File: config.mk
export PLATFORM = sky130hd
export DESIGN_NAME = seg_window_decoder
export DESIGN_NICKNAME = d
export VERILOG_FILES = /design/src/rtl/seg_window_decoder.sv
export SDC_FILE = /design/constraint.sdc
export NUM_CORES = 1
export LEC_CHECK = 0
export ABC_AREA = 0
export BUFFER_PORTS_ARGS = -buffer_cell sky130_fd_sc_hd__buf_2
export CAP_MARGIN = 20
export CELL_PAD_IN_SITES_DETAIL_PLACEMENT = 0
export CELL_PAD_IN_SITES_GLOBAL_PLACEMENT = 1
export CORE_ASPECT_RATIO = 1.1
export CORE_MARGIN = 2
export CORE_UTILIZATION = 44
export CTS_CLUSTER_DIAMETER = 60
export DETAILED_ROUTE_END_ITERATION = 8
export MAX_ROUTING_LAYER = met4
export PLACE_DENSITY = 0.92
export SLEW_MARGIN = 20
export SYNTH_ARGS = -nofsm -noshare
export SYNTH_HDL_FRONTEND = slang
export SYNTH_SLANG_ARGS = --single-unit
File: constraint.sdc
create_clock -name clk -period 3.45 [get_ports clk]
set_input_delay 0.345 -clock clk [delete_from_list [all_inputs] [get_ports clk]]
set_output_delay 0.345 -clock clk [all_outputs]
set_load 0.05 [all_outputs]
File: src/rtl/seg_window_decoder.sv
module seg_window_decoder #(
  parameter int         NUM_CS         = 5,
  parameter int         UNIT_SHIFT     = 23,
  parameter int         APERTURE_UNITS = 32,
  parameter logic [7:0] REG_BASE       = 8'h30
) (
  input  logic                    clk,
  input  logic                    rst_n,
  input  logic                    reg_wr,
  input  logic [7:0]              reg_addr,
  input  logic [31:0]             reg_wdata,
  output logic [31:0]             reg_rdata,
  input  logic [UNIT_SHIFT+7:0]   addr_in,
  output logic [NUM_CS-1:0]       cs_sel,
  output logic                    miss,
  output logic [UNIT_SHIFT+7:0]   win_offset
);
  localparam int FW = 8;
  localparam logic [FW:0] AP = (FW+1)'(APERTURE_UNITS);

  logic [FW-1:0] seg_s [NUM_CS];
  logic [FW-1:0] seg_e [NUM_CS];

  wire [7:0]    rel     = reg_addr - REG_BASE;
  wire [5:0]    idx     = rel[7:2];
  wire          reg_hit = (reg_addr >= REG_BASE) && (rel[1:0] == 2'b00) && (idx < 6'(NUM_CS));
  wire [FW-1:0] new_s   = reg_wdata[23:16];
  wire [FW-1:0] new_e   = reg_wdata[31:24];
  wire [FW:0]   lim_cur = {1'b0, seg_s[0]} + AP;
  wire [FW:0]   lim_wr  = (idx == 6'd0) ? ({1'b0, new_s} + AP) : lim_cur;
  wire          accept  = reg_wr && reg_hit && ({1'b0, new_e} <= lim_wr);

  always_ff @(posedge clk or negedge rst_n) begin
    if (!rst_n) begin
      for (int i = 0; i < NUM_CS; i++) begin
        seg_s[i] <= '0;
        seg_e[i] <= '0;
      end
    end else if (accept) begin
      for (int i = 0; i < NUM_CS; i++) begin
        if (idx == 6'(i)) begin
          seg_s[i] <= new_s;
          seg_e[i] <= new_e;
        end
      end
    end
  end

  wire [FW-1:0] unit  = addr_in[UNIT_SHIFT+7 -: FW];
  wire          in_ap = (unit >= seg_s[0]) && ({1'b0, unit} < lim_cur);
  logic [NUM_CS-1:0] match;

  for (genvar g = 0; g < NUM_CS; g++) begin : g_win
    assign match[g] = in_ap && (seg_s[g] < seg_e[g]) && (unit >= seg_s[g]) && (unit < seg_e[g]);

    assert_closed_quiet_R5: assert property (@(posedge clk) disable iff (!rst_n)
      (seg_s[g] >= seg_e[g]) |-> !cs_sel[g]);

    assert_reject_keeps_R4: assert property (@(posedge clk) disable iff (!rst_n)
      (reg_wr && reg_hit && idx == 6'(g) && !accept) |=> ($stable(seg_s[g]) && $stable(seg_e[g])));

    assert_accept_stores_R3: assert property (@(posedge clk) disable iff (!rst_n)
      (accept && idx == 6'(g)) |=> (seg_s[g] == $past(reg_wdata[23:16]) && seg_e[g] == $past(reg_wdata[31:24])));
  end

  assign cs_sel = match & (~match + NUM_CS'(1));
  assign miss   = ~|match;

  always_comb begin
    win_offset = '0;
    for (int i = NUM_CS - 1; i >= 0; i--)
      if (match[i]) win_offset = {unit - seg_s[i], addr_in[UNIT_SHIFT-1:0]};
  end

  always_comb begin
    reg_rdata = '0;
    for (int i = 0; i < NUM_CS; i++)
      if (reg_hit && idx == 6'(i)) reg_rdata = {seg_e[i], seg_s[i], 16'h0000};
  end

  assert_onehot_R7: assert property (@(posedge clk) disable iff (!rst_n) $onehot0(cs_sel));

  assert_miss_idle_R8: assert property (@(posedge clk) disable iff (!rst_n)
    miss |-> (cs_sel == '0 && win_offset == '0));

  assert_hit_flags_R8: assert property (@(posedge clk) disable iff (!rst_n)
    (cs_sel != '0) |-> !miss);

  assert_low_zero_R2: assert property (@(posedge clk) disable iff (!rst_n)
    reg_rdata[15:0] == 16'h0000);
endmodule

==> impl_metrics.env <==
export IMPL_status="complete, but fails checks"
export IMPL_place_congestion=0.989
export IMPL_max_freq_ghz=0.276
export IMPL_period_minus_slack_ns=3.62
export IMPL_root_buffer="clkbuf_16"
export IMPL_postSynthCellCount=860
export IMPL_synth_area_mm2=0.00806
export IMPL_n_antenna_cell=0
export IMPL_rsz0062_at_grt="yes"
export IMPL_critPathMaxStageDelay_ns=0.43
export IMPL_fin_ws_ns=-0.171
export IMPL_core_mm2=0.0178
export IMPL_setup_viol=31
export IMPL_synth_area_leader_cell="dfrtp_1"
export IMPL_overflow=0
export IMPL_finalNonFillerCells=1316
export IMPL_grt_pass1_wl_um=39400
export IMPL_cts_max_level=3
export IMPL_async_reset_ff_share_pct=100
export IMPL_violations="negative setup slack"
export IMPL_dp_hpwl_um=20400
export IMPL_tritoncts="done"
export IMPL_worstSetupPathType="register to output pin"
export IMPL_cellPowerDensity_mw_per_mm2=253
export IMPL_synth_top_area_share_pct=24.8
export IMPL_portBuffers=110
export IMPL_die_w_um=133
export IMPL_avgViaCountPerCell=5.76
export IMPL_slowest_stage="a221o_2"
export IMPL_yosysMostFrequentCell="ha_1"
export IMPL_synthTopCellsByCount="126 x ha_1, 84 x inv_1, 80 x dfrtp_1, 71 x mux2_2, 50 x nor2_1"
export IMPL_dr_pass1_iters=7
export IMPL_path_buf_inv=2
export IMPL_track_usage_pct=26.7
export IMPL_dp_cells=1282
export IMPL_drc_errors=0
export IMPL_routed_wl_um=26100
export IMPL_critPathCaptureType="output pin"
export IMPL_start_util_pct=45.3
export IMPL_ys_types=71
export IMPL_ys_seq_area_share_pct=24.8
export IMPL_row_count=51
export IMPL_drt_initial_drc_count=678
export IMPL_slew_viol_final=0
export IMPL_io_pins=143
export IMPL_ir_drop_mv=0.235
export IMPL_path_clk_slew_ns=0.06
export IMPL_hold_path_class="primary input to register"
export IMPL_antenna_found_initial=0
export IMPL_ys_warn_count=0
export IMPL_die_h_um=146
export IMPL_cp_top_family="compound AO/OA/AOI/OAI gates"
export IMPL_setup_tns_ns=-3.27
export IMPL_ys_flop_type="dfrtp_1"
export IMPL_cts_num_sinks=80
export IMPL_timing_hold_ws_ns=0.332
export IMPL_grt_pass1_vias=7397
export IMPL_synth_edf_count=0
export IMPL_hold_viol_final=0
export IMPL_layout_nets=1278
export IMPL_drive_gt1_share_pct=38.8
export IMPL_clockBufferDepth=2
export IMPL_crit_fanout=7
export IMPL_worst_clock_skew_ns=0.00511
export IMPL_worstPathArrival_ns=3.28
export IMPL_place_area_mm2=0.00959
export IMPL_synth_area_top_cells="dfrtp_1 25%, ha_1 20%, mux2_2 9.9%, inv_1 3.9%, nor2b_1 2.9%"
export IMPL_vias=7586
export IMPL_fill_cells=1468
export IMPL_grt_max_degree=81
export IMPL_clk_latency_ns=0.34
export IMPL_syn_to_final_growth_pct=33.4
export IMPL_die_area_mm2=0.0194
export IMPL_cts_buffers=9
export IMPL_slew_headroom_pct=62.2
export IMPL_timing_final_crit_share_pct=105
export IMPL_cp_start_kind="register"
export IMPL_worstMarginPinSlew_ns=0.567
export IMPL_final_area_mm2=0.0108
export IMPL_drv_cap=0
export IMPL_p_leak_nw=5.14
export IMPL_cp_required_ns=3.11
export IMPL_wl_per_cell_um=19.9
export IMPL_cp_cell_sequence="ha_2 -> fa_2 -> nand2b_4 -> a21oi_4 -> o21ai_2 -> a221o_2 -> or3_4 -> nor2b_2 -> buf_6 -> a21oi_2 -> o211ai_1 -> buf_4"
export IMPL_ant_nets=0
export IMPL_avgSynthCellArea_um2=9.37
export IMPL_ys_ff_latch=80
==> path summary, 6_finish.rpt <==
path	start	end	slack (ns)	depth (start not counted)
min reg2reg	seg_e[11]	seg_e[11]	0.54	1
min	reg_wdata[24]	seg_e[24]	0.33	2
min in group asynchronous	rst_n	seg_s[5]	0.50	2
max	seg_s[32]	win_offset[23]	-0.17	12
max in group asynchronous	rst_n	seg_e[36]	2.34	3
max reg2reg	seg_s[32]	seg_s[28]	0.49	15
==> logic make-up (layout without fill, tap and decap cells) <==
family | count (synthesis) | in the layout | share of synthesized area, %
other cells | 1 | 16 | 0.0465
buf+inv | 125 | 328 | 7.02
simple gates | 216 | 216 | 14.7
xor+xnor | 23 | 23 | 2.50
compound gates | 193 | 193 | 17.0
flops | 80 | 80 | 24.8
fa+ha+maj | 131 | 131 | 20.8
mux | 91 | 91 | 13.0
==> metrics by stage <==
step	power [mW]	utilization (%)	setup WS [ns]
5_1_grt	2.82	60.4	-0.305
3_5_place_dp	1.60	53.9	-0.315
6_report	2.72	60.4	-0.171
2_1_floorplan	1.37	-	-0.247
3_3_place_gp	1.59	53.9	-0.273
4_1_cts	2.66	58.0	-0.119
==> worst register-to-register path: cells and delay by family, from the launching register on <==
family	cells	cell delay, ns
AOI/OAI and AO/OA	5	0.63
adders and majority gates	1	0.18
buffers and inverters	5	0.78
DFF	1	0.42
muxes	2	0.64
and+or+nand+nor	2	0.22
==> final cells by class <==
type                    instances  area (um^2)  area share (%)
clock buffers                  10          229            2.13
clock inverters                 6         92.6           0.861
inverters                      87          327            3.04
multi-input cells             670         6040            56.2
flip-flops and latches         80         2000            18.6
well taps                     238          298            2.77
repair buffers                225         1760            16.4
==> flip-flops by register name (all words and copies together) (netlist names) <==
name	count
seg_s	40
seg_e	40
==> cell usage in the layout, fill, tap and decap left out, types with 10 or more instances in the layout <==
cell	n
mux2_2	71
a21o_1	21
clkbuf_16	10
nor2_1	49
conb_1	16
mux2_4	10
ha_1	120
nor2b_1	13
nand2_1	32
dfrtp_1	79
nor3_1	11
o21ai_0	30
buf_6	27
a31oi_1	22
buf_4	109
buf_2	73
nor2b_4	22
xnor2_1	17
mux2i_1	10
nand3_1	12
inv_1	82
a222oi_1	16
a21oi_1	28
nand4_1	12
nand2b_1	10
==> layer usage <==
layer  global-route usage [%]  vias up  part of all wire [%]
li1                         -     3566                     -
met1                     32.9     3553                    41
met3                     3.48       86                   7.2
met2                     43.2      381                    47
met4                     13.0        0                   5.2
met5                        -        -                     0
==> power breakdown <==
group          switching [mW]  internal, mW
registers              0.0106         0.948
clock network           0.394         0.637
logic                   0.429         0.296
==> timing repair <==
item	4_1_cts	5_1_grt
setup endpoints to repair	35	115
endpoints found under the hold margin	0	17
pin swaps	23	15
resized for setup	104	68
hold buffers	0	1
gates cloned	0	1
setup buffers	4	11
No activity file was read; power rests on OpenSTA's default activity.
